`config.mk`:
```
export PLATFORM = sky130hd
export DESIGN_NAME = rst_dist_ctrl
export DESIGN_NICKNAME = d
export VERILOG_FILES = /design/src/rtl/rdc_pkg.sv /design/src/rtl/rdc_sync.sv /design/src/rtl/rdc_dom.sv /design/src/rtl/rdc_host.sv /design/src/rtl/rst_dist_ctrl.sv
export SDC_FILE = /design/constraint.sdc
export NUM_CORES = 1
export LEC_CHECK = 0
export BUFFER_PORTS_ARGS = -buffer_cell sky130_fd_sc_hd__buf_2
export CAP_MARGIN = 20
export CORE_UTILIZATION = 54
export DETAILED_ROUTE_END_ITERATION = 7
export PLACE_DENSITY_LB_ADDON = 0.25
export SLEW_MARGIN = 10
export SYNTH_ARGS = -nofsm -noshare
export SYNTH_HDL_FRONTEND = slang
export SYNTH_HIERARCHICAL = 1
export SYNTH_SLANG_ARGS = --single-unit
```
`constraint.sdc`:
```
create_clock -name clk -period 1.6 [get_ports clk]
set_clock_uncertainty 0.1 [all_clocks]
set_input_delay 0.32 -clock clk [delete_from_list [all_inputs] [get_ports clk]]
set_output_delay 0.32 -clock clk [all_outputs]
set_load 0.01 [all_outputs]
```
`src/rtl/rdc_pkg.sv`:
```
package rdc_pkg;
    localparam int REQ_W = 5;

    typedef struct packed {
        logic ext_warm;
        logic emu_warm;
        logic sw_warm;
        logic sw_cold;
        logic tst;
    } req_t;
endpackage

```
`src/rtl/rdc_sync.sv`:
```
module rdc_sync #(
    parameter int   W       = 1,
    parameter int   STAGES  = 2,
    parameter logic RST_VAL = 1'b0
) (
    input  logic         clk,
    input  logic         rst_n,
    input  logic [W-1:0] d_i,
    output logic [W-1:0] q_o
);
    logic [W-1:0] stg_d [STAGES];
    logic [W-1:0] stg_q [STAGES];

    always_comb begin
        stg_d[0] = d_i;
        for (int k = 1; k < STAGES; k++) begin
            stg_d[k] = stg_q[k-1];
        end
    end

    always_ff @(posedge clk or negedge rst_n) begin
        if (!rst_n) begin
            for (int k = 0; k < STAGES; k++) stg_q[k] <= {W{RST_VAL}};
        end else begin
            for (int k = 0; k < STAGES; k++) stg_q[k] <= stg_d[k];
        end
    end

    assign q_o = stg_q[STAGES-1];
endmodule

```
`src/rtl/rdc_dom.sv`:
```
module rdc_dom #(
    parameter int PULSE_LEN = 8
) (
    input  logic clk,
    input  logic rst_n,
    input  logic por_act_i,
    input  logic on_i,
    input  logic glob_warm_i,
    input  logic glob_cold_i,
    output logic warm_o,
    output logic cold_o
);
    localparam int CW = $clog2(PULSE_LEN + 1);
    localparam logic [CW-1:0] LEN = CW'(PULSE_LEN);

    typedef struct packed {
        logic          prev;
        logic          arm;
        logic [CW-1:0] wcnt;
        logic [CW-1:0] ccnt;
    } dom_st_t;

    dom_st_t st_d, st_q;
    logic    go_off, go_on;

    always_comb begin
        st_d      = st_q;
        st_d.prev = on_i;
        st_d.arm  = !por_act_i;
        go_off    = st_q.arm && !por_act_i &&  st_q.prev && !on_i;
        go_on     = st_q.arm && !por_act_i && !st_q.prev &&  on_i;
        if (go_off)                 st_d.wcnt = LEN;
        else if (st_q.wcnt != '0)   st_d.wcnt = st_q.wcnt - CW'(1);
        if (go_on)                  st_d.ccnt = LEN;
        else if (st_q.ccnt != '0)   st_d.ccnt = st_q.ccnt - CW'(1);
    end

    always_ff @(posedge clk or negedge rst_n) begin
        if (!rst_n) st_q <= '0;
        else        st_q <= st_d;
    end

    assign warm_o = glob_warm_i || (st_q.wcnt != '0);
    assign cold_o = glob_cold_i || (st_q.ccnt != '0);

    a_r2_off_starts_warm: assert property (@(posedge clk) disable iff (!rst_n)
        (st_q.arm && !por_act_i && st_q.prev && !on_i) |=> warm_o);
    a_r4_on_starts_cold: assert property (@(posedge clk) disable iff (!rst_n)
        (st_q.arm && !por_act_i && !st_q.prev && on_i) |=> cold_o);
    a_r2_warm_cnt_bound: assert property (@(posedge clk) disable iff (!rst_n)
        st_q.wcnt <= LEN);
    a_r4_cold_cnt_bound: assert property (@(posedge clk) disable iff (!rst_n)
        st_q.ccnt <= LEN);
endmodule

```
`src/rtl/rdc_host.sv`:
```
module rdc_host #(
    parameter int HOST_DLY = 16
) (
    input  logic clk,
    input  logic rst_n,
    input  logic any_glob_i,
    output logic held_o
);
    localparam int CW = $clog2(HOST_DLY + 1);
    localparam logic [CW-1:0] DLY = CW'(HOST_DLY);

    typedef struct packed {
        logic          held;
        logic [CW-1:0] cnt;
    } host_st_t;

    host_st_t st_d, st_q;

    always_comb begin
        st_d = st_q;
        if (any_glob_i)            st_d.cnt = DLY;
        else if (st_q.cnt != '0)   st_d.cnt = st_q.cnt - CW'(1);
        st_d.held = any_glob_i || (st_q.cnt > CW'(1));
    end

    always_ff @(posedge clk or negedge rst_n) begin
        if (!rst_n) st_q <= '{held: 1'b1, cnt: DLY};
        else        st_q <= st_d;
    end

    assign held_o = st_q.held;

    a_r7_hold_while_req: assert property (@(posedge clk) disable iff (!rst_n)
        any_glob_i |=> held_o);
    a_r7_release_quiet: assert property (@(posedge clk) disable iff (!rst_n)
        $fell(held_o) |-> $past(!any_glob_i));
    a_r7_cnt_bound: assert property (@(posedge clk) disable iff (!rst_n)
        st_q.cnt <= DLY);
endmodule

```
`src/rtl/rst_dist_ctrl.sv`:
```
module rst_dist_ctrl
    import rdc_pkg::*;
#(
    parameter int NUM_DOM     = 4,
    parameter int PULSE_LEN   = 8,
    parameter int HOST_DLY    = 16,
    parameter int SYNC_STAGES = 2
) (
    input  logic               clk,
    input  logic               por_n,
    input  logic               req_ext_warm,
    input  logic               req_emu_warm,
    input  logic               req_sw_warm,
    input  logic               req_sw_cold,
    input  logic               req_test,
    input  logic [NUM_DOM-1:0] dom_on,
    output logic               emu_trace_rst,
    output logic               emu_pin_mux_rst,
    output logic [NUM_DOM-1:0] dom_warm_rst,
    output logic [NUM_DOM-1:0] dom_cold_rst,
    output logic               rst_out
);
    typedef struct packed {
        logic glob_warm;
        logic glob_cold;
        logic trace;
        logic mux;
    } top_st_t;

    logic               por_rel;
    logic               por_act;
    req_t               req_raw;
    logic [REQ_W-1:0]   req_sync_bits;
    req_t               rs;
    logic [NUM_DOM-1:0] on_sync;
    logic               warm_src;
    logic               any_glob;
    top_st_t            st_d, st_q;

    rdc_sync #(.W(1), .STAGES(SYNC_STAGES), .RST_VAL(1'b0)) u_por_sync (
        .clk(clk), .rst_n(por_n), .d_i(1'b1), .q_o(por_rel));
    assign por_act = !por_rel;

    assign req_raw = '{ext_warm: req_ext_warm, emu_warm: req_emu_warm,
                       sw_warm: req_sw_warm, sw_cold: req_sw_cold, tst: req_test};

    rdc_sync #(.W(REQ_W), .STAGES(SYNC_STAGES), .RST_VAL(1'b0)) u_req_sync (
        .clk(clk), .rst_n(por_n), .d_i(req_raw), .q_o(req_sync_bits));
    assign rs = req_t'(req_sync_bits);

    rdc_sync #(.W(NUM_DOM), .STAGES(SYNC_STAGES), .RST_VAL(1'b0)) u_dom_sync (
        .clk(clk), .rst_n(por_n), .d_i(dom_on), .q_o(on_sync));

    assign warm_src = rs.ext_warm || rs.emu_warm || rs.sw_warm;
    assign any_glob = por_act || warm_src || rs.sw_cold;

    always_comb begin
        st_d.glob_warm = warm_src;
        st_d.glob_cold = por_act || rs.sw_cold;
        st_d.trace     = por_act || rs.sw_cold || rs.tst;
        st_d.mux       = any_glob;
    end

    always_ff @(posedge clk or negedge por_n) begin
        if (!por_n) st_q <= '{glob_warm: 1'b0, glob_cold: 1'b1, trace: 1'b1, mux: 1'b1};
        else        st_q <= st_d;
    end

    assign emu_trace_rst   = st_q.trace;
    assign emu_pin_mux_rst = st_q.mux;

    rdc_host #(.HOST_DLY(HOST_DLY)) u_host (
        .clk(clk), .rst_n(por_n), .any_glob_i(any_glob), .held_o(rst_out));

    for (genvar g = 0; g < NUM_DOM; g++) begin : g_dom
        rdc_dom #(.PULSE_LEN(PULSE_LEN)) u_dom (
            .clk        (clk),
            .rst_n      (por_n),
            .por_act_i  (por_act),
            .on_i       (on_sync[g]),
            .glob_warm_i(st_q.glob_warm),
            .glob_cold_i(st_q.glob_cold),
            .warm_o     (dom_warm_rst[g]),
            .cold_o     (dom_cold_rst[g]));
    end

    a_r5_warm_skips_trace: assert property (@(posedge clk) disable iff (!por_n)
        (warm_src && !rs.sw_cold && !rs.tst && !por_act) |=> !emu_trace_rst);
    a_r6_test_skips_mux: assert property (@(posedge clk) disable iff (!por_n)
        (rs.tst && !any_glob) |=> !emu_pin_mux_rst);
    a_r8_por_holds_all: assert property (@(posedge clk) disable iff (!por_n)
        por_act |-> (rst_out && emu_trace_rst && emu_pin_mux_rst && (&dom_cold_rst)));
    a_r1_warm_reaches_domains: assert property (@(posedge clk) disable iff (!por_n)
        warm_src |=> (&dom_warm_rst));
endmodule

```
### After elaboration in Yosys (flattened, before gate mapping)

Index checks and enable logic that the tools add are counted.

| storage, ports and cells | value |
|---|---|
| bits in registers | 67 |
| input bits | 11 |
| output and inout bits | 11 |
| word-level logic and storage cells | 112 |

| operators by class | value |
|---|---|
| add/sub/neg operators | 9 |
| magnitude comparators | 1 |
| mux-type cells | 18 |
| reduce and logical (&&, ||, !) cells | 59 |

Operator list:

| kind | number |
|---|---|
| $mux 4 | 16 |
| $reduce_bool 4->1 | 8 |
| $sub 4x1->4 const B | 8 |
| $reduce_bool 2->1 | 9 |
| $logic_and 1x1->1 | 17 |
| $logic_or 1x1->1 | 15 |
| $mux 5 | 2 |
| $logic_not 1->1 | 9 |
| $gt 5x1->1 const B | 1 |
| $reduce_bool 5->1 | 1 |
| $sub 5x1->5 const B | 1 |

### Depth between registers and ports, before layout

Gate-level depths: netlist (run 1).

| depth | value |
|---|---|
| word-level depth | 5 |
| mapped depth | 5 |
| depth with buffers taken out | 5 |

### Cells and area by module

The synthesis (run 1) kept the hierarchy.

By module, submodules not included:

| module | instances | cells each | area each (µm²) |
|---|---|---|---|
| rdc_dom | 4 | 47 | 536.8 |
| rdc_host | 1 | 30 | 307.8 |
| rdc_sync at u_req_sync | 1 | 10 | 250.2 |
| rdc_sync at u_dom_sync | 1 | 8 | 200.2 |
| rst_dist_ctrl | 1 | 10 | 141.4 |
| rdc_sync at u_por_sync | 1 | 2 | 50.0 |

### Least setup slack after synthesis (run 1)

Ideal clock, no wire load.

| path | value |
|---|---|
| kind | reg-to-reg |
| start | reg u_host/st_q[0] in the netlist's numbering |
| end | reg u_host/st_q[0] in the netlist's numbering |
| setup time | 0.125 ns |
| arrival time | 1.325 ns |
| required time | 1.375 ns |
| path slack | 0.050 ns |
| stages on the path, launching flop included | 6 |
| path buffers | 0 |
| period minus slack after synthesis | 1.550 ns |
| cell sequence | dfrtp_1 > inv_1 > ha_1 > or4b_4 > xnor2_1 > nor2_1 |

| between the ends | value |
|---|---|
| word-level cells in the longest chain between the ends | 3 |
| elaborated cells on any way between the ends | 5 |
| classes of those cells | add/sub (1); mux (2); reduce/logical (2) |

RTL lines:

| item | line | source |
|---|---|---|
| from (decl) | rdc_host.sv:17 | `host_st_t st_d, st_q;` |
| from (signal assigned) | rdc_host.sv:27 | `if (!rst_n) st_q <= '{held: 1'b1, cnt: DLY};` |
| from (signal assigned) | rdc_host.sv:28 | `else st_q <= st_d;` |
| $sub 5x1->5 | rdc_host.sv:22 | `else if (st_q.cnt != '0) st_d.cnt = st_q.cnt - CW'(1);` |
| $mux 5 | rdc_host.sv:22 |  |
| $mux 5 | rdc_host.sv:21 | `if (any_glob_i) st_d.cnt = DLY;` |

Several ways; a longest one is shown, not always the timed one. The select of a mux whose other input is x is not followed.
A chain may end at the register's enable or synchronous reset.

### Worst setup path in the final report (run 1)

| path | value |
|---|---|
| start | reg g_dom[0].u_dom/st_q[1] in the netlist's numbering |
| end | out dom_cold_rst[0] |

| between the ends | value |
|---|---|
| word-level cells in the longest chain between the ends | 2 |

RTL lines:

| item | line | source |
|---|---|---|
| from (decl) | rdc_dom.sv:23 | `dom_st_t st_d, st_q;` |
| from (signal assigned) | rdc_dom.sv:40 | `else st_q <= st_d;` |
| $reduce_bool 4->1 | rdc_dom.sv:44 | `assign cold_o = glob_cold_i \|\| (st_q.ccnt != '0);` |
| $logic_or 1x1->1 | rdc_dom.sv:44 |  |
| to (decl) | rst_dist_ctrl.sv:20 | `output logic [NUM_DOM-1:0] dom_cold_rst,` |

No other way between the ends.

==> results of run 1 <==
kinds of logic (layout without fill, tap and decap cells):
logic type | after synthesis | in the layout
AO/OA/AOI/OAI | 39 | 39
XOR/XNOR | 9 | 9
adder cells (fa/ha/maj) | 18 | 18
buffers and inverters | 25 | 127
flip-flops | 70 | 70
other | 1 | 1
AND/OR/NAND/NOR | 86 | 86
power by group:
group | switching (mW) | internal [mW] | total (mW)
logic | 1.37 | 1.98 | 3.35
clock network | 0.668 | 0.850 | 1.52
registers | 0.474 | 2.25 | 2.72
per-stage QoR:
| stage | std cells | cell area (sq um) |
|---|---|---|
| floorplan | 248 | 3100 |
| global placement | 353 | 3390 |
| detailed placement | 353 | 3390 |
| CTS | 412 | 4090 |
| global route | 422 | 4220 |
| finish | 422 | 4220 |
sequential cells by signal (all words and copies together) (netlist names):
name	count
g_dom.u_dom/st_q	40
u_host/st_q	5
u_req_sync/q_o	5
u_req_sync/stg_d	5
u_dom_sync/q_o	4
u_dom_sync/stg_d	4
st_q	2
emu_pin_mux_rst	1
emu_trace_rst	1
u_host/held_o	1
u_por_sync/q_o	1
u_por_sync/stg_d	1
cells in the mapped netlist:
cell,n,area (sq um)
sky130_fd_sc_hd__a211o_1,1,8.76
sky130_fd_sc_hd__a211oi_1,8,60.1
sky130_fd_sc_hd__a211oi_2,1,12.5
sky130_fd_sc_hd__a21o_1,1,7.51
sky130_fd_sc_hd__a21oi_1,18,90.1
sky130_fd_sc_hd__and4bb_2,8,100
sky130_fd_sc_hd__conb_1,1,3.75
sky130_fd_sc_hd__dfrtp_1,65,1630
sky130_fd_sc_hd__dfstp_2,5,131
sky130_fd_sc_hd__ha_1,18,225
sky130_fd_sc_hd__inv_1,25,93.8
sky130_fd_sc_hd__nand2_1,2,7.51
sky130_fd_sc_hd__nand2b_1,14,87.6
sky130_fd_sc_hd__nand3b_1,8,60.1
sky130_fd_sc_hd__nor2_1,12,45.0
sky130_fd_sc_hd__nor2b_1,8,50.1
sky130_fd_sc_hd__nor3b_2,4,50.1
sky130_fd_sc_hd__nor3b_4,4,75.1
sky130_fd_sc_hd__nor4_1,1,6.26
sky130_fd_sc_hd__o211ai_1,1,7.51
sky130_fd_sc_hd__o21ai_0,1,5.00
sky130_fd_sc_hd__o31ai_1,8,60.1
sky130_fd_sc_hd__or2_1,1,6.26
sky130_fd_sc_hd__or2_2,1,6.26
sky130_fd_sc_hd__or2b_1,12,90.1
sky130_fd_sc_hd__or3_1,5,31.3
sky130_fd_sc_hd__or3_4,5,56.3
sky130_fd_sc_hd__or4b_4,1,13.8
sky130_fd_sc_hd__xnor2_1,9,78.8
layer usage:
| metal | track usage, % | part of all wire, % | vias up |
|---|---|---|---|
| met1 | 27.7 | 42 | 1061 |
| met3 | 4.00 | 2.7 | 19 |
| met4 | 12.1 | 3.2 | 0 |
| met2 | 36.7 | 52 | 40 |
| met5 | 0 | 0 | - |
| li1 | - | - | 1037 |
timing repair:
item | 4_1_cts | 5_1_grt
hold buffers | 10 | 0
setup buffers | 33 | 15
hold endpoints to repair | 74 | 0
setup endpoints to repair | 8 | 16
gates resized for setup | 36 | 13
pin swaps | 7 | 10
how the worst max path moves through the flow:
stage	endpoint	start
3_5_place_dp	u_host/st_q[0]$_DFFE_PN0P_	u_host/st_q[1]$_DFFE_PN0P_
3_3_place_gp	dom_cold_rst[3]	g_dom[3].u_dom/st_q[0]$_DFFE_PN0P_
2_1_floorplan	u_host/st_q[0]$_DFFE_PN0P_	u_host/st_q[0]$_DFFE_PN0P_
6_report	dom_cold_rst[0]	g_dom[0].u_dom/st_q[1]$_DFFE_PN0P_
4_1_cts	dom_cold_rst[0]	g_dom[0].u_dom/st_q[1]$_DFFE_PN0P_
5_1_grt	dom_cold_rst[0]	g_dom[0].u_dom/st_q[0]$_DFFE_PN0P_
final cells by class:
type / count / share of cell area [%]
flip-flops and latches: 70 / 41.7
multi-input cells: 153 / 33.8
repair buffers: 86 / 15.0
clock buffers: 12 / 3.92
inverters: 25 / 2.23
well taps: 72 / 2.14
clock inverters: 4 / 1.28
==> results summary, run 1 <==
The data required time of the worst path came out at 1180 ps. The worst register-to-register path has a depth of 5. The checks that failed: negative setup slack.

The wire length after detailed routing came out at 6070 um. The register clock-pin slew on the reported worst setup and hold paths came out at 80 ps. The average wire per cell in the routed design came out at 14.4 um. STA classifies the critical path startpoint as a flop. The final number of setup-violating endpoints came out at 8. Of the post-synthesis cell area, the part taken by muxes is 0%. The top cell types in the final layout, fill and taps aside, are sky130_fd_sc_hd__dfrtp_1 (65), sky130_fd_sc_hd__buf_4 (54), sky130_fd_sc_hd__buf_2 (21), sky130_fd_sc_hd__inv_2 (18), sky130_fd_sc_hd__a21oi_1 (18). The setup slack of the worst register-to-register path came out at 20 ps. The power per cell area came out at 1800 mW/mm^2. The count of boundary I/O pins is 22.

Synthesis produced 248 cells. The worst hold path was traced through 0 stages. The flow ran to the end, but the final reports show violations. The detailed-placement wirelength estimate came out at 3230 um. The fraction of the mapped netlist area in compound gates came out at 8.12%.

The worst setup slack after placement is 47.7 ps. The initial cell density of the core is 56.2%. The total area of sequential cells came out at 0.00176 sq mm.

The area added between synthesis and finish is 36.1%. The per-cell via count in the routed design is 5.11. The tool flagged a number of max-cap violations equal to 0. The setup TNS after final layout came out at -1400 ps.

The number of gates on the worst path with buffers counted is 5. The largest incremental delay on the critical path came out at 400 ps. The worst path arrival time came out at 1390 ps. The buffer levels on the longest clock path came out at 2. The total number of H-tree levels is 3. The critical path goes through inv_2 -> ha_4 -> nor3b_4 -> nand2b_1 -> buf_2. The most common cell after layout, fill and taps aside is sky130_fd_sc_hd__dfrtp_1. The final hold slack is 251 ps. The number of placement rows is 27. The cell class contributing the biggest share of worst-path delay is flip-flops. The via count of the first global-routing pass is 2207.

For this run, the total global-route usage over all layers was measured as 22.2%. The tree is rooted in a sky130_fd_sc_hd__clkbuf_8. The worst-case IR drop observed on VDD is 1.19 mV.

The post-synth net total came out at 277. The die is 77.7 um wide. The diode insertion count for antenna repair is 0. TritonCTS built the clock tree. Of the cells placed in the final design, the portion with a size suffix greater than 1 is 44.3%. The leakage power total is 1.91 nW. The number of DRC violations after detailed-routing iteration 0 came out at 119. In this run the critical register-to-register path is captured at u_host/st_q[0]$_DFFE_PN0P_. The achievable clock frequency came out at 0.553 GHz.

The share of the clock period used by the worst path after layout is 113%. The setup slack of the critical path after layout is -207 ps. The startpoint of the most critical register-to-register path is u_host/st_q[1]$_DFFE_PN0P_.

At the end of routability-driven placement, the weighted congestion stood at 0.734. The pre-antenna-repair detailed-routing pass consisted of 5 iterations. Synthesis inferred 70 register bits.

The number of vias in the routed layout is 2157. The number of unique standard cell types used by synthesis came out at 29. The number of port buffers is 21. The die outline height is 77.7 um.

The global route total overflow is 0. STA classifies the critical path endpoint as an output pin. The critical hold path startpoint is u_por_sync/stg_d[0]$_DFF_PN0_.

The detail route stage leaves a number of antenna-violating nets equal to 0. The final hold violation count came out at 0. The later pin in the worst-skew pair is clocked with a latency of 340 ps. Buffers inserted during clock tree synthesis total 9. The Yosys step of the flow raised 6 warnings. The sequential element share of the synthesized area came out at 56.8%.

The number of inserted filler cells in the final layout came out at 326. The peak fanout along the critical path came out at 2. Summing internal, switching and leakage power gives 7.60 mW. The final number of max-transition violations came to 0. In this run the standard cell core region covers 0.00551 sq mm. The xor and xnor fraction of the mapped netlist area is 2.55%.

The die covers 0.00604 sq mm. The first-pass GRT wire length is 10100 um. The final critical delay including setup and external delays is 1810 ps. The number of antenna violations at the first check in global routing is 0. The per-instance average area after synthesis is 12.5 sq um. The class of the worst hold path is flop to flop. In the final layout, the multi-input gates occupy 0.00142 sq mm. The pin count of the biggest net entering global routing came out at 71.

The post-synthesis instance area is 0.00310 sq mm. The clock net in this run drives a total of 70 sinks. The number of nets in the finished design is 374.

The slowest stage of the critical path belongs to the cell sky130_fd_sc_hd__dfrtp_1. Setup repair after global routing could not meet its margin everywhere. Cells fill 76.6% of the core in the end. The DRC violation count after routing is 0. The critical path is of the flop to output pin type.

The adder-cell share of the synthesized area is 7.27%. Counting both buffers and inverters, the worst setup path holds a total of 2. After synthesis, the largest family of logic cells by area is simple AND/OR/NAND/NOR gates. The path with the worst hold slack has its endpoint at u_por_sync/q_o$_DFF_PN0_. Of the total synthesized cell area, the portion taken by AND, OR, NAND and NOR gates is 22.1%.
(Power assumes the default switching activity.)
==> run 2: changes to the inputs <==
- CORE_UTILIZATION: 54 -> 59
- SKIP_LAST_GASP: default -> 1
- clock period: 1.6 -> 2 ns (I/O delays scaled with it)
==> results summary, run 2 (synthesized netlist as in run 1, its figures left out) <==
The number of gates on the worst path with buffers counted came out at 5. The critical path in this run is classified as flop to output pin. The final number of setup-violating endpoints is 0.

The finished layout holds 372 standard cells, fillers aside. The via count of the first global-routing pass is 1899. The final number of max-transition violations is 0.

The routability congestion estimate came out at 0.750. The critical path goes through inv_2 -> ha_4 -> nor3b_4 -> nand2b_1 -> buf_2. The all-layer global routing usage came out at 20.3%. The clock insertion delay at the later pin of the skew report is 350 ps.

The worst hold path terminates at u_dom_sync/stg_d[2]$_DFF_PN0_. The worst setup path is captured at an output pin. The worst hold path stage count is 1.

Including well taps, the total number of placed cells is 341. For this run, the slowest stage of the critical path takes 400 ps. After the first detailed-routing iteration, the DRC count stood at 88.

In this run the most critical hold path is launched from dom_on[2]. The DRC violation count after routing is 0. The startpoint identified for the worst register-to-register timing path is u_host/st_q[0]$_DFFE_PN0P_.

The initial cell density of the core is 61.0%. Counting flops per register, the top entry is g_dom.u_dom/st_q. Adding up every negative setup slack in the final design gives 0 ps. The number of vias in the routed layout is 1947.

STA puts the critical path data arrival time at 1450 ps. The post-place instance area is 0.00332 sq mm. VDD sags by at most 0.981 mV. The area growth from synthesis to layout is 19.9%.

The per-cell via count in the routed design is 5.23. The worst setup path is launched from a flop. Of all nets on the critical path, the largest fanout is 4. The number of port buffers came out at 21. The data required time of the worst path is 1500 ps. The leakage power total is 1.64 nW.

Based on the critical path, the design can be clocked at up to 0.514 GHz. The most common cell after layout, fill and taps aside is sky130_fd_sc_hd__dfrtp_1. The first-pass GRT wire length came out at 8110 um. The HPWL after detailed placement is 3400 um. The final hold violation count came out at 0. The first-pass detailed-route iteration total came out at 4. The final design area excluding fillers is 0.00371 sq mm. The top cell types in the final layout, fill and taps aside, are sky130_fd_sc_hd__dfrtp_1 (65), sky130_fd_sc_hd__buf_2 (21), sky130_fd_sc_hd__a21oi_1 (18), sky130_fd_sc_hd__inv_2 (16), sky130_fd_sc_hd__buf_4 (15). The power per cell area came out at 1410 mW/mm^2. The area of the core region is 0.00507 sq mm. The count of buffer and inverter cells on the critical path is 2. The number of nets in the finished design is 326. The average wire per cell in the routed design came out at 13.6 um.

The share of the clock period used by the worst path after layout came out at 97.3%. The run finished with clean final reports. The power consumption came out at 5.23 mW. The tightest min-delay check is of the primary input to flop type. The count of boundary I/O pins came out at 22. The share of final-layout standard cells stronger than drive strength 1 is 35.1%. The buffer levels on the longest clock path came out at 2.

Setup repair after global routing could not meet its margin everywhere. The final core area utilization came out at 73.2%. Once routing completed, OpenROAD measured the worst setup slack at 53.7 ps. Global routing finished with a remaining overflow of 0.

The number of antenna violations at the first check in global routing came out at 0. The terminus of the critical flop-to-flop path is u_host/st_q[0]$_DFFE_PN0P_. The routed design has 5060 um of wire. Measured in cells, the most critical reg-to-reg path has a length of 5. The layout has 367 filler cells. TritonCTS built the clock tree.

In this run the remaining antenna-violating nets after routing total 0. The number of placement rows came out at 26. Across all hold checks on the routed design, the worst slack comes to 46.9 ps. The cell with the biggest individual delay on the critical path is sky130_fd_sc_hd__dfrtp_1. The repair_antennas step left the layout with diodes totalling 0. In this design, the largest share of critical-path delay is due to flip-flops. The worst setup slack after placement is 295 ps. Measured along the x axis, the die boundary spans 74.4 um. The die outline height is 74.4 um.

The total area of multi-input combinational cells is 0.00132 sq mm. The total number of H-tree levels is 3. The flip-flop count of the largest register, all copies and words added came out at 40. The max-capacitance violation count is 0. The pin count of the biggest net entering global routing came out at 42. The register clock-pin slew on the reported worst setup and hold paths came out at 80 ps.

The total area of sequential cells came out at 0.00176 sq mm. The die covers 0.00554 sq mm. The worst path needs 1950 ps of the cycle, external delays included.

Counting the buffers created by CTS gives 9. CTS placed an instance of sky130_fd_sc_hd__clkbuf_8 at the clock tree root. The setup check on the worst reg-to-reg path leaves a slack of 330 ps. The TritonCTS sink count came out at 70.
-- run 2: cell count changes in the layout (fill, tap and decap cells not counted), moves of 2 or more --
| cell | previous run | this run |
|---|---|---|
| sky130_fd_sc_hd__a211oi_1 | 6 | 8 |
| sky130_fd_sc_hd__a211oi_2 | 3 | 1 |
| sky130_fd_sc_hd__buf_4 | 54 | 15 |
| sky130_fd_sc_hd__clkbuf_8 | 12 | 9 |
| sky130_fd_sc_hd__dlygate4sd3_1 | 10 | 1 |
| sky130_fd_sc_hd__ha_2 | 0 | 5 |
| sky130_fd_sc_hd__ha_4 | 9 | 3 |
| sky130_fd_sc_hd__inv_1 | 7 | 9 |
| sky130_fd_sc_hd__inv_2 | 18 | 16 |
| sky130_fd_sc_hd__xnor2_1 | 7 | 9 |
| sky130_fd_sc_hd__xnor2_2 | 2 | 0 |
-- run 2: per-layer routing --
layer  wire length (um)  vias to the layer above  part of all wire, %  track usage (%)
met1               2190                      971                   43             24.7
met4                 69                        0                  1.4             6.92
met2               2600                       25                   51             32.2
met3                195                        7                  3.9             9.35
met5                  0                        -                    0                0
li1                   -                      944                    -                -
-- run 2: cell type report --
class	count	share of cell area (%)
clock inverters	7	2.22
clock buffers	9	3.34
repair buffers	38	6.67
well taps	70	2.36
inverters	25	2.53
multi-input cells	153	35.5
flip-flops and latches	70	47.3
-- run 2: how the worst max path moves through the flow --
stage                                 end                               start  slack (ps)
3_3_place_gp              dom_warm_rst[2]  g_dom[2].u_dom/st_q[4]$_DFFE_PN0P_         330
3_5_place_dp              dom_warm_rst[3]  g_dom[3].u_dom/st_q[4]$_DFFE_PN0P_         300
2_1_floorplan  u_host/st_q[0]$_DFFE_PN0P_          u_host/st_q[0]$_DFFE_PN0P_         450
5_1_grt                   dom_cold_rst[2]  g_dom[2].u_dom/st_q[1]$_DFFE_PN0P_         -40
6_report                  dom_cold_rst[2]  g_dom[2].u_dom/st_q[1]$_DFFE_PN0P_          50
4_1_cts                   dom_cold_rst[3]  g_dom[3].u_dom/st_q[0]$_DFFE_PN0P_           2
-- run 2: report_power, final --
group | switching [mW] | internal [mW] | total (mW) | leakage (nW)
Combinational | 0.858 | 1.05 | 1.90 | 0.715
Sequential | 0.365 | 1.80 | 2.16 | 0.827
Clock | 0.570 | 0.591 | 1.16 | 0.0980
Total | 1.79 | 3.44 | 5.23 | 1.64
-- run 2: repair_timing --
item	CTS	global route
setup endpoints to repair	8	8
hold endpoints to repair	11	0
hold buffers	1	0
gates resized for setup	8	23
pin swaps	1	0
buffers inserted	7	7
